[src/rtl/blk_pkg.sv]
package blk_pkg;
    localparam int INF_W = 8;

    typedef enum logic [1:0] {BK_I = 2'd0, BK_R = 2'd1, BK_S = 2'd2} bkind_e;
    typedef enum logic [1:0] {SF_RESYNC = 2'd0, SF_IFS = 2'd1, SF_ABORT = 2'd2, SF_WTX = 2'd3} sfunc_e;
    typedef enum logic [1:0] {ST_IDLE = 2'd0, ST_READY = 2'd1, ST_WAIT = 2'd2} lstate_e;

    typedef struct packed {
        logic [1:0]       kind;
        logic             seq;
        logic             more;
        logic             resp;
        logic [1:0]       func;
        logic [INF_W-1:0] inf;
    } blk_t;
endpackage

[src/rtl/blk_seq_bits.sv]
module blk_seq_bits (
    input  logic clk,
    input  logic rst_n,
    input  logic clr,
    input  logic tog_ns,
    input  logic tog_nr,
    output logic ns,
    output logic nr
);
    always_ff @(posedge clk or negedge rst_n) begin
        if (!rst_n) begin
            ns <= 1'b0;
            nr <= 1'b0;
        end else if (clr) begin
            ns <= 1'b0;
            nr <= 1'b0;
        end else begin
            if (tog_ns) ns <= ~ns;
            if (tog_nr) nr <= ~nr;
        end
    end
endmodule

[src/rtl/blk_retry.sv]
module blk_retry #(
    parameter int MAX_RETRY = 2
) (
    input  logic clk,
    input  logic rst_n,
    input  logic clr,
    input  logic bump,
    input  logic go_resync,
    output logic exhausted,
    output logic resync_lvl
);
    localparam int CNT_W = $clog2(MAX_RETRY + 1);
    localparam logic [CNT_W-1:0] LIMIT = CNT_W'(MAX_RETRY);

    logic [CNT_W-1:0] cnt;

    always_ff @(posedge clk or negedge rst_n) begin
        if (!rst_n) begin
            cnt        <= '0;
            resync_lvl <= 1'b0;
        end else if (go_resync) begin
            cnt        <= '0;
            resync_lvl <= 1'b1;
        end else if (clr) begin
            cnt        <= '0;
            resync_lvl <= 1'b0;
        end else if (bump && cnt != LIMIT) begin
            cnt <= cnt + 1'b1;
        end
    end

    assign exhausted = (cnt == LIMIT);
endmodule

[src/rtl/blk_link_ctrl.sv]
module blk_link_ctrl
    import blk_pkg::*;
#(
    parameter int MAX_RETRY = 2
) (
    input  logic             clk,
    input  logic             rst_n,
    input  logic             start,
    input  logic             start_more,
    input  logic             app_send,
    input  logic             app_more,
    input  logic             rx_done,
    input  logic             rx_ok,
    input  logic [1:0]       rx_kind,
    input  logic             rx_seq,
    input  logic             rx_more,
    input  logic             rx_resp,
    input  logic [1:0]       rx_func,
    input  logic [INF_W-1:0] rx_inf,
    input  logic             bwt_timeout,
    output logic             tx_go,
    output logic [1:0]       tx_kind,
    output logic             tx_seq,
    output logic             tx_more,
    output logic             tx_resp,
    output logic [1:0]       tx_func,
    output logic [INF_W-1:0] tx_inf,
    output logic             wtx_load,
    output logic             card_reset
);
    lstate_e state_q, n_state;
    blk_t    last_q, n_last;
    logic    go_q, n_go, wtx_q, n_wtx, rst_q, n_rst;
    logic    iout_q, n_iout, first_q, n_first;
    logic    sq_clr, tog_ns, tog_nr, rt_clr, rt_bump, rt_res, fail;
    logic    ns, nr, exhausted, resync_lvl;

    blk_seq_bits u_seq (
        .clk(clk), .rst_n(rst_n), .clr(sq_clr),
        .tog_ns(tog_ns), .tog_nr(tog_nr), .ns(ns), .nr(nr)
    );

    blk_retry #(.MAX_RETRY(MAX_RETRY)) u_retry (
        .clk(clk), .rst_n(rst_n), .clr(rt_clr), .bump(rt_bump),
        .go_resync(rt_res), .exhausted(exhausted), .resync_lvl(resync_lvl)
    );

    function automatic blk_t mk_blk(logic [1:0] k, logic s, logic m, logic r,
                                    logic [1:0] f, logic [INF_W-1:0] i);
        blk_t b;
        b.kind = k; b.seq = s; b.more = m; b.resp = r; b.func = f; b.inf = i;
        return b;
    endfunction

    // state and launch registers
    always_ff @(posedge clk or negedge rst_n) begin
        if (!rst_n) begin
            state_q <= ST_IDLE;
            last_q  <= '0;
            go_q    <= 1'b0;
            wtx_q   <= 1'b0;
            rst_q   <= 1'b0;
            iout_q  <= 1'b0;
            first_q <= 1'b0;
        end else begin
            state_q <= n_state;
            last_q  <= n_last;
            go_q    <= n_go;
            wtx_q   <= n_wtx;
            rst_q   <= n_rst;
            iout_q  <= n_iout;
            first_q <= n_first;
        end
    end

    // next-block decision
    always_comb begin
        n_state = state_q;
        n_last  = last_q;
        n_go    = 1'b0;
        n_wtx   = 1'b0;
        n_rst   = 1'b0;
        n_iout  = iout_q;
        n_first = first_q;
        sq_clr  = 1'b0;
        tog_ns  = 1'b0;
        tog_nr  = 1'b0;
        rt_clr  = 1'b0;
        rt_bump = 1'b0;
        rt_res  = 1'b0;
        fail    = 1'b0;
        unique case (state_q)
            ST_IDLE: begin
                if (start) begin
                    sq_clr  = 1'b1;
                    rt_clr  = 1'b1;
                    n_first = 1'b1;
                    n_iout  = 1'b1;
                    n_last  = mk_blk(BK_I, 1'b0, start_more, 1'b0, SF_RESYNC, '0);
                    n_go    = 1'b1;
                    n_state = ST_WAIT;
                end
            end
            ST_READY: begin
                if (app_send) begin
                    n_iout  = 1'b1;
                    n_last  = mk_blk(BK_I, ns, app_more, 1'b0, SF_RESYNC, '0);
                    n_go    = 1'b1;
                    n_state = ST_WAIT;
                end
            end
            ST_WAIT: begin
                if (rx_done || bwt_timeout) begin
                    fail = 1'b1;
                    if (rx_done && rx_ok) begin
                        if (last_q.kind == BK_S && !last_q.resp) begin
                            if (rx_kind == BK_S && rx_resp && rx_func == last_q.func) begin
                                fail    = 1'b0;
                                sq_clr  = 1'b1;
                                rt_clr  = 1'b1;
                                n_iout  = 1'b0;
                                n_first = 1'b0;
                                n_state = ST_READY;
                            end
                        end else begin
                            case (rx_kind)
                                BK_I: begin
                                    if (rx_seq == nr) begin
                                        fail    = 1'b0;
                                        tog_nr  = 1'b1;
                                        rt_clr  = 1'b1;
                                        n_first = 1'b0;
                                        if (iout_q) begin
                                            tog_ns = 1'b1;
                                            n_iout = 1'b0;
                                        end
                                        if (rx_more) begin
                                            n_last = mk_blk(BK_R, ~nr, 1'b0, 1'b0, SF_RESYNC, '0);
                                            n_go   = 1'b1;
                                        end else begin
                                            n_state = ST_READY;
                                        end
                                    end
                                end
                                BK_R: begin
                                    if (iout_q && rx_seq != ns) begin
                                        fail    = 1'b0;
                                        tog_ns  = 1'b1;
                                        n_iout  = 1'b0;
                                        rt_clr  = 1'b1;
                                        n_first = 1'b0;
                                        n_state = ST_READY;
                                    end else if (iout_q && last_q.kind == BK_I && !exhausted) begin
                                        fail    = 1'b0;
                                        rt_bump = 1'b1;
                                        n_first = 1'b0;
                                        n_go    = 1'b1;
                                    end
                                end
                                BK_S: begin
                                    if (!rx_resp && rx_func != SF_RESYNC) begin
                                        fail    = 1'b0;
                                        rt_clr  = 1'b1;
                                        n_first = 1'b0;
                                        n_last  = mk_blk(BK_S, 1'b0, 1'b0, 1'b1, rx_func, rx_inf);
                                        n_go    = 1'b1;
                                        n_wtx   = (rx_func == SF_WTX);
                                        if (rx_func == SF_ABORT) n_iout = 1'b0;
                                    end
                                end
                                default: ;
                            endcase
                        end
                    end
                    if (fail) begin
                        if (exhausted) begin
                            if (first_q || resync_lvl) begin
                                n_rst   = 1'b1;
                                n_iout  = 1'b0;
                                n_state = ST_IDLE;
                            end else begin
                                rt_res = 1'b1;
                                n_last = mk_blk(BK_S, 1'b0, 1'b0, 1'b0, SF_RESYNC, '0);
                                n_go   = 1'b1;
                            end
                        end else begin
                            rt_bump = 1'b1;
                            n_go    = 1'b1;
                            if (last_q.kind == BK_I || (last_q.kind == BK_S && last_q.resp))
                                n_last = mk_blk(BK_R, nr, 1'b0, 1'b0, SF_RESYNC, '0);
                        end
                    end
                end
            end
            default: n_state = ST_IDLE;
        endcase
    end

    assign tx_go      = go_q;
    assign tx_kind    = last_q.kind;
    assign tx_seq     = last_q.seq;
    assign tx_more    = last_q.more;
    assign tx_resp    = last_q.resp;
    assign tx_func    = last_q.func;
    assign tx_inf     = last_q.inf;
    assign wtx_load   = wtx_q;
    assign card_reset = rst_q;
endmodule

[config.mk]
export PLATFORM = sky130hd
export DESIGN_NAME = blk_link_ctrl
export DESIGN_NICKNAME = d
export VERILOG_FILES = /design/src/rtl/blk_pkg.sv /design/src/rtl/blk_seq_bits.sv /design/src/rtl/blk_retry.sv /design/src/rtl/blk_link_ctrl.sv
export SDC_FILE = /design/constraint.sdc
export NUM_CORES = 1
export LEC_CHECK = 0
export BUFFER_PORTS_ARGS = -buffer_cell sky130_fd_sc_hd__buf_2
export CAP_MARGIN = 30
export CORE_ASPECT_RATIO = 1.75
export CORE_MARGIN = 3
export CORE_UTILIZATION = 45
export CTS_BUF_LIST = sky130_fd_sc_hd__clkbuf_2
export CTS_CLUSTER_DIAMETER = 50
export DETAILED_ROUTE_END_ITERATION = 7
export GPL_TIMING_DRIVEN = 0
export HOLD_SLACK_MARGIN = 0.03
export PLACE_DENSITY = 0.68
export SETUP_SLACK_MARGIN = 0.05
export SLEW_MARGIN = 20
export SYNTH_ARGS = -nofsm -noshare
export SYNTH_HDL_FRONTEND = slang
export SYNTH_HIERARCHICAL = 1
export SYNTH_SLANG_ARGS = --single-unit
[constraint.sdc]
create_clock -name clk -period 2.85 [get_ports clk]
set_input_delay 0.285 -clock clk [delete_from_list [all_inputs] [get_ports clk]]
set_output_delay 0.285 -clock clk [all_outputs]
set_load 0.05 [all_outputs]
# Word level (Yosys, flattened, before mapping)
# Cells that the tools add are included.
dict set report totals {
  reg_bits 27
  inputBits 24
  output_inout_bits 18
  wordCells 203
}
dict set report op_classes {
  add_sub_neg 1
  eq_ne 21
  mux 134
  bitwise_logic 2
  n_reduce_logical 29
}
# op count
set ops {}
lappend ops {{$mux 15} 12}
lappend ops {{$mux 1} 92}
lappend ops {{$pmux 15 s3} 1}
lappend ops {{$mux 2} 15}
lappend ops {{$pmux 15 s2} 1}
lappend ops {{$pmux 1 s3} 7}
lappend ops {{$eq 2x2->1 const B} 6}
lappend ops {{$logic_and 1x1->1} 10}
lappend ops {{$ne 2x2->1 const B} 5}
lappend ops {{$reduce_bool 2->1} 5}
lappend ops {{$reduce_and 9->1} 1}
lappend ops {{$ne 4x4->1 const B} 2}
lappend ops {{$pmux 1 s2} 4}
lappend ops {{$logic_not 2->1} 3}
lappend ops {{$pmux 2 s3} 1}
lappend ops {{$reduce_bool 3->1} 2}
lappend ops {{$ne 5x3->1 const B} 1}
lappend ops {{$ne 5x5->1 const B} 1}
lappend ops {{$eq 2x1->1 const B} 2}
lappend ops {{$pmux 2 s2} 1}
lappend ops {{$reduce_and 4->1} 1}
lappend ops {{$logic_not 1->1} 3}
lappend ops {{$logic_or 1x1->1} 3}
lappend ops {{$ne 3x3->1 const B} 1}
lappend ops {{6 further kinds} 7}

# Logic depth before layout (Yosys ltp)
dict set report logic_depth {
  depth_word 17
  mapped_depth 10
}

# By module
# Netlist, hierarchy kept.
# module instances cells_each area_per_inst_um2 seq_area_each_um2
set modules_own_cells {}
lappend modules_own_cells {blk_link_ctrl 1 188 1685.4 550.5}
lappend modules_own_cells {blk_retry 1 13 162.7 75.1}
lappend modules_own_cells {blk_seq_bits 1 6 75.1 50.0}

# Worst setup path before layout
# No wires, ideal clock.
dict set report synth_path {
  kind {register -> register}
  start {reg last_q (netlist bit tx_kind[1])}
  end {reg u_retry.cnt[1]}
  setup_ns 0.081
  arrival_ns 2.250
  required_ns 2.769
  path_slack_ns 0.519
  path_stages_with_launch 9
  n_path_buf 0
  cell_sequence {dfrtp_1 or3b_4 nand3_2 nor4_2 or3_1 a21oi_1 nor3b_2 a21oi_1 nor3_2}
}
dict set report synth_via {
  elab_chain_cells 15
  word_cells_on_any_way 32
  classes_between {eq/ne (1); mux (25); reduce/logical (6)}
}
# element line_no
set synth_lines {}
lappend synth_lines {{start: declaration} blk_link_ctrl.sv:32} ;# blk_t last_q, n_last;
lappend synth_lines {{start signal: assignment} blk_link_ctrl.sv:67} ;# last_q <= n_last;
lappend synth_lines {{$logic_not 2->1} blk_link_ctrl.sv:153} ;# end else if (iout_q && last_q.kind == BK_I && !exhausted) begin
lappend synth_lines {{$logic_and 1x1->1 (2 in a row)} blk_link_ctrl.sv:153}
lappend synth_lines {{$mux 1} blk_link_ctrl.sv:153}
lappend synth_lines {{$mux 1} blk_link_ctrl.sv:146} ;# if (iout_q && rx_seq != ns) begin
lappend synth_lines {{$pmux 1 s3} blk_link_ctrl.sv:126} ;# case (rx_kind)
lappend synth_lines {{$mux 1} blk_link_ctrl.sv:116} ;# if (last_q.kind == BK_S && !last_q.resp) begin
lappend synth_lines {{$mux 1} blk_link_ctrl.sv:115} ;# if (rx_done && rx_ok) begin
lappend synth_lines {{$mux 1} blk_link_ctrl.sv:113} ;# if (rx_done || bwt_timeout) begin
lappend synth_lines {{$mux 1} blk_link_ctrl.sv:92} ;# unique case (state_q)
lappend synth_lines {{$mux 1 *} blk_link_ctrl.sv:175} ;# if (fail) begin
lappend synth_lines {{$mux 1 *} blk_link_ctrl.sv:113}
lappend synth_lines {{$mux 1 *} blk_link_ctrl.sv:92}
lappend synth_lines {{via rt_bump} blk_link_ctrl.sv:35} ;# logic sq_clr, tog_ns, tog_nr, rt_clr, rt_bump, rt_res, fail;
lappend synth_lines {{$logic_and 1x1->1 *} blk_retry.sv:27} ;# end else if (bump && cnt != LIMIT) begin
lappend synth_lines {{$reduce_bool 3->1 (no line) *} --}
lappend synth_lines {{end signal: assignment} blk_retry.sv:28} ;# cnt <= cnt + 1'b1;
lappend synth_lines {{end: declaration} blk_retry.sv:15} ;# logic [CNT_W-1:0] cnt;
# The timed path passes the listed nets; every way through them passes the cells marked *. The select of a mux whose other input is x is not followed.
# A chain may end at the register's enable or synchronous reset.

# Worst setup path in the final report
dict set report layout_path {
  start {reg state_q[0]}
  end {reg last_q (netlist bit tx_seq)}
}
dict set report layout_via {
  elab_chain_cells 3
  word_cells_on_any_way 9
  classes_between {eq/ne (5); mux (1); reduce/logical (3)}
}
# element line_no
set layout_lines {}
lappend layout_lines {{start: declaration} blk_link_ctrl.sv:31} ;# lstate_e state_q, n_state;
lappend layout_lines {{start signal: assignment} blk_link_ctrl.sv:66} ;# state_q <= n_state;
lappend layout_lines {{$eq 2x2->1, or another cell as far along} blk_link_ctrl.sv:92}
lappend layout_lines {{$ne 2x2->1 (no line) / $reduce_bool 3->1 (equally long branches)} --}
lappend layout_lines {{$reduce_and 4->1 (no line)} --}
# Parallel ways exist; a longest one is shown, timed or not.

==> out/qor.txt <==
========================================================================================
Post-placement cell count                                                            295
Number of enable-type register cells in the synthesized netlist                        0
Iteration-0 DRC count of the detailed router                                          62
Sinks on the clock net                                                                27
TritonCTS clock tree                                                                 yes
Post-CTS setup buffers                                                                 0
Total half-perimeter wirelength after legalization and detailed placement        3950 µm
DR vias/cell                                                                        5.91
Final Non-Filler Cells                                                               300
Worst hold path class                                                       primary input to register
Area occupied by multi-input gates                                              1200 µm²
Pwr Total                                                                        1.61 mW
Buffers from clock root to sink, at most                                               2
Critical-path cell with the highest stage delay                             sky130_fd_sc_hd__nor4_2
Post-route DRC                                                                         0
Number of maximum-capacitance violations                                               0
Final instance area                                                             2230 µm²
Total detailed-routing wirelength                                                4950 µm
Syn Std Cell Area                                                               1920 µm²
Pin count of the biggest net entering global routing                                  28
Largest delay contributor family on the critical path                       simple AND/OR/NAND/NOR gates
Final critical path time including I/O delays and setup                          2.62 ns
Number of placed I/O pins                                                             42
Clock Root Buffer                                                           sky130_fd_sc_hd__clkbuf_2
Syn_area_per_cell                                                               9.29 µm²
Number of instances in the synthesized netlist                                       207
P per Cell Area                                                               722 nW/µm²
Largest cells by area after synthesis                                       sky130_fd_sc_hd__dfrtp_1, sky130_fd_sc_hd__a22o_1, sky130_fd_sc_hd__nand2_1
Count of final max-slew check failures                                                 0
Upper clock frequency limit                                                      381 MHz
Endpoints failing setup                                                                0
Number of antenna violations at the first check in global routing                      0
Area grow syn2layout                                                               15.9%
Setup CP Type                                                               register to register
Delay contributed by the slowest stage of the critical path                      0.57 ns
Placeable core area                                                             3980 µm²
Clock transition at the registers of the reported paths                          0.26 ns
Slew @ Worst Pin                                                                0.756 ns
# diodes                                                                               0
Worst supply voltage drop on vdd                                                  618 µV
Flip-flop cell with the highest count after synthesis                       sky130_fd_sc_hd__dfrtp_1
Area after DPL                                                                  2180 µm²
Fraction of synthesized cell area taken by the top area cell type                  35.1%
Worst endpoint data arrival time                                                 2.94 ns
Worst Slack Setup Final                                                         0.228 ns
Placer's final routability congestion estimate                                     0.913
Initial cell density of the core                                                   48.3%
Final Skew                                                                    0.00738 ns
Hold WS                                                                         0.105 ns
Detailed-router iteration count before antenna repair                                  4
Cell variety after synth                                                              61
Leading area contributor after synthesis                                    sky130_fd_sc_hd__dfrtp_1
Die area                                                                        5120 µm²
Final period util                                                                  92.0%
Depth of the CTS H-tree                                                                1
Startpoint kind of the worst setup timing path                                  register
Via count of the first global-routing pass                                          1804
Number of buffers created by CTS                                                       3
FILL cells                                                                           398
Result of the run                                                           finished, final reports clean
Maximum net fanout on the critical path                                               10
Total buffers and inverters traversed by the critical path                             2
Sequential fraction of the synthesis area                                          35.1%
Remaining antenna violation count                                                      0
Overall die width                                                                55.4 µm
Count of endpoints failing hold in the final timing report                             0
Setup repair after global routing missed its margin                                false
Share of the core filled with cells in the final layout                            56.0%
Critical-path cell list                                                     inv_1, ha_1, buf_2, o21ai_2, nor4_2, nand2_1, or4b_1, o211ai_1
Share of layout cells above drive strength 1                                       27.0%
Height of the die                                                                92.5 µm
Total via count after detailed routing                                              1774
Final global-route overflow total                                                      0
NumNets Final                                                                        283
Number of port buffers                                                                40
Syn nets                                                                             237
Length in cells of the worst reg-to-reg path                                           8
Yosys warning total                                                                    6
Levels on crit path                                                                    8
Post-synthesis register bit count                                                     27
Worst hold path stage count                                                            2
Kind of end point of the critical path                                          register
Final-layout setup total negative slack                                             0 ns
Setup slack after placement                                                     0.253 ns
Total track usage                                                                  20.1%
First-pass GRT wire length                                                       8460 µm
Wire per inst                                                                    16.5 µm
FF+latch area                                                                    676 µm²
Source-to-sink clock delay at the later pin of the worst-skew pair               0.37 ns
Placement Rows                                                                        30
Required arrival time at the worst endpoint                                      3.17 ns
Async set or reset register ratio after synthesis                                   100%
Relative max-transition margin                                                     49.5%
P_leak                                                                           1.03 nW
========================================================================================
[sequential cells by signal, summed over array words and instances (netlist names), 2 cells and up]
| register | count |
|---|---|
| tx_func | 2 |
| tx_kind | 2 |
| tx_inf | 8 |
| state_q | 2 |
| u_retry/cnt | 2 |
[path summary, 6_finish.rpt]
path	start	endpoint	slack, ns
worst min register to register	tx_inf[6]	tx_inf[6]	0.54
min in group asynchronous	rst_n	u_seq/ns	0.41
worst max-delay path	state_q[0]	tx_seq	0.23
max in group asynchronous	rst_n	iout_q	2.05
worst max register to register	state_q[0]	tx_seq	0.23
worst min-delay path	rx_inf[6]	tx_inf[6]	0.10
[report_power, final]
group          internal (mW)  switching [mW]  total (mW)
clock                 0.0318           0.118       0.150
combinational          0.352           0.597       0.949
sequential             0.447          0.0624       0.509
total                  0.831           0.778        1.61
[cells in the mapped netlist (4+ instances only)]
| cell type | number |
|---|---|
| sky130_fd_sc_hd__a21oi_1 | 11 |
| sky130_fd_sc_hd__a22o_1 | 9 |
| sky130_fd_sc_hd__and2_1 | 5 |
| sky130_fd_sc_hd__dfrtp_1 | 27 |
| sky130_fd_sc_hd__ha_1 | 6 |
| sky130_fd_sc_hd__inv_1 | 8 |
| sky130_fd_sc_hd__nand2_1 | 21 |
| sky130_fd_sc_hd__nand2b_1 | 4 |
| sky130_fd_sc_hd__nand3_1 | 4 |
| sky130_fd_sc_hd__nor2_1 | 14 |
| sky130_fd_sc_hd__nor3_1 | 4 |
| sky130_fd_sc_hd__nor3b_1 | 5 |
| sky130_fd_sc_hd__o211ai_1 | 4 |
| sky130_fd_sc_hd__o21a_1 | 4 |
| sky130_fd_sc_hd__o21ai_0 | 8 |
| sky130_fd_sc_hd__or3_1 | 5 |
| sky130_fd_sc_hd__xnor2_1 | 4 |
[timing repair]
item / in CTS / in global routing
resized for setup: 0 / 2
endpoints found under the setup margin: 0 / 10
hold buffers: 1 / 0
endpoints found under the hold margin: 27 / 0
[worst register-to-register path, cell delays in order (launching register included)]
cell                       delay, ns
sky130_fd_sc_hd__dfrtp_1        0.51
sky130_fd_sc_hd__inv_1          0.11
sky130_fd_sc_hd__ha_1           0.14
sky130_fd_sc_hd__buf_2          0.21
sky130_fd_sc_hd__o21ai_2        0.14
sky130_fd_sc_hd__nor4_2         0.58
sky130_fd_sc_hd__nand2_1        0.24
sky130_fd_sc_hd__or4b_1         0.55
sky130_fd_sc_hd__o211ai_1       0.11
[layout make-up]
type / count / share of cell area (%)
Clock inverter: 1 / 0.225
Multi-Input combinational cell: 168 / 53.8
Timing Repair Buffer: 41 / 9.43
Clock buffer: 3 / 0.674
Buffer: 4 / 1.46
Inverter: 8 / 1.35
Tap cell: 48 / 2.70
Sequential cell: 27 / 30.3
[layout by cell type, fill, tap and decap left out, types with 2 or more instances in the layout]
cell and instances:
sky130_fd_sc_hd__a41oi_1 2, sky130_fd_sc_hd__and3_1 2, sky130_fd_sc_hd__nor2_1 14, sky130_fd_sc_hd__buf_6 2
sky130_fd_sc_hd__o31ai_1 2, sky130_fd_sc_hd__a21oi_1 11, sky130_fd_sc_hd__o21a_1 4, sky130_fd_sc_hd__nor3_2 2
sky130_fd_sc_hd__inv_1 8, sky130_fd_sc_hd__o211ai_1 4, sky130_fd_sc_hd__dfrtp_1 27, sky130_fd_sc_hd__ha_1 6
sky130_fd_sc_hd__nor3_1 4, sky130_fd_sc_hd__clkbuf_2 3, sky130_fd_sc_hd__xor2_1 3, sky130_fd_sc_hd__o21ai_0 8
sky130_fd_sc_hd__and2_1 5, sky130_fd_sc_hd__nand2b_1 4, sky130_fd_sc_hd__o2111ai_1 3, sky130_fd_sc_hd__nand3_1 4
sky130_fd_sc_hd__nand2_1 21, sky130_fd_sc_hd__nor3b_1 5, sky130_fd_sc_hd__a22o_1 9, sky130_fd_sc_hd__buf_2 42
sky130_fd_sc_hd__a31oi_1 3, sky130_fd_sc_hd__a211oi_1 2, sky130_fd_sc_hd__or4b_1 2, sky130_fd_sc_hd__a21o_1 3
sky130_fd_sc_hd__a22oi_1 3, sky130_fd_sc_hd__xnor2_1 4, sky130_fd_sc_hd__or3_1 5
[layer usage]
metal	share of wire, %	routed length (µm)	GRT usage [%]	vias to the layer above
met3	3.2	159	1.81	7
met4	1.4	70	5.88	0
met1	41	2040	23.8	848
li1	-	-	-	873
met5	0	0	0	-
met2	54	2680	37.6	46
[cells by family after synthesis]
kind of cell	synth area share, %
simple gates	28.2
fa+ha+maj	3.90
compound gates	26.3
xor+xnor	3.19
flops	35.1
buf+inv	3.25
No activity file was read; power rests on OpenSTA's default activity.
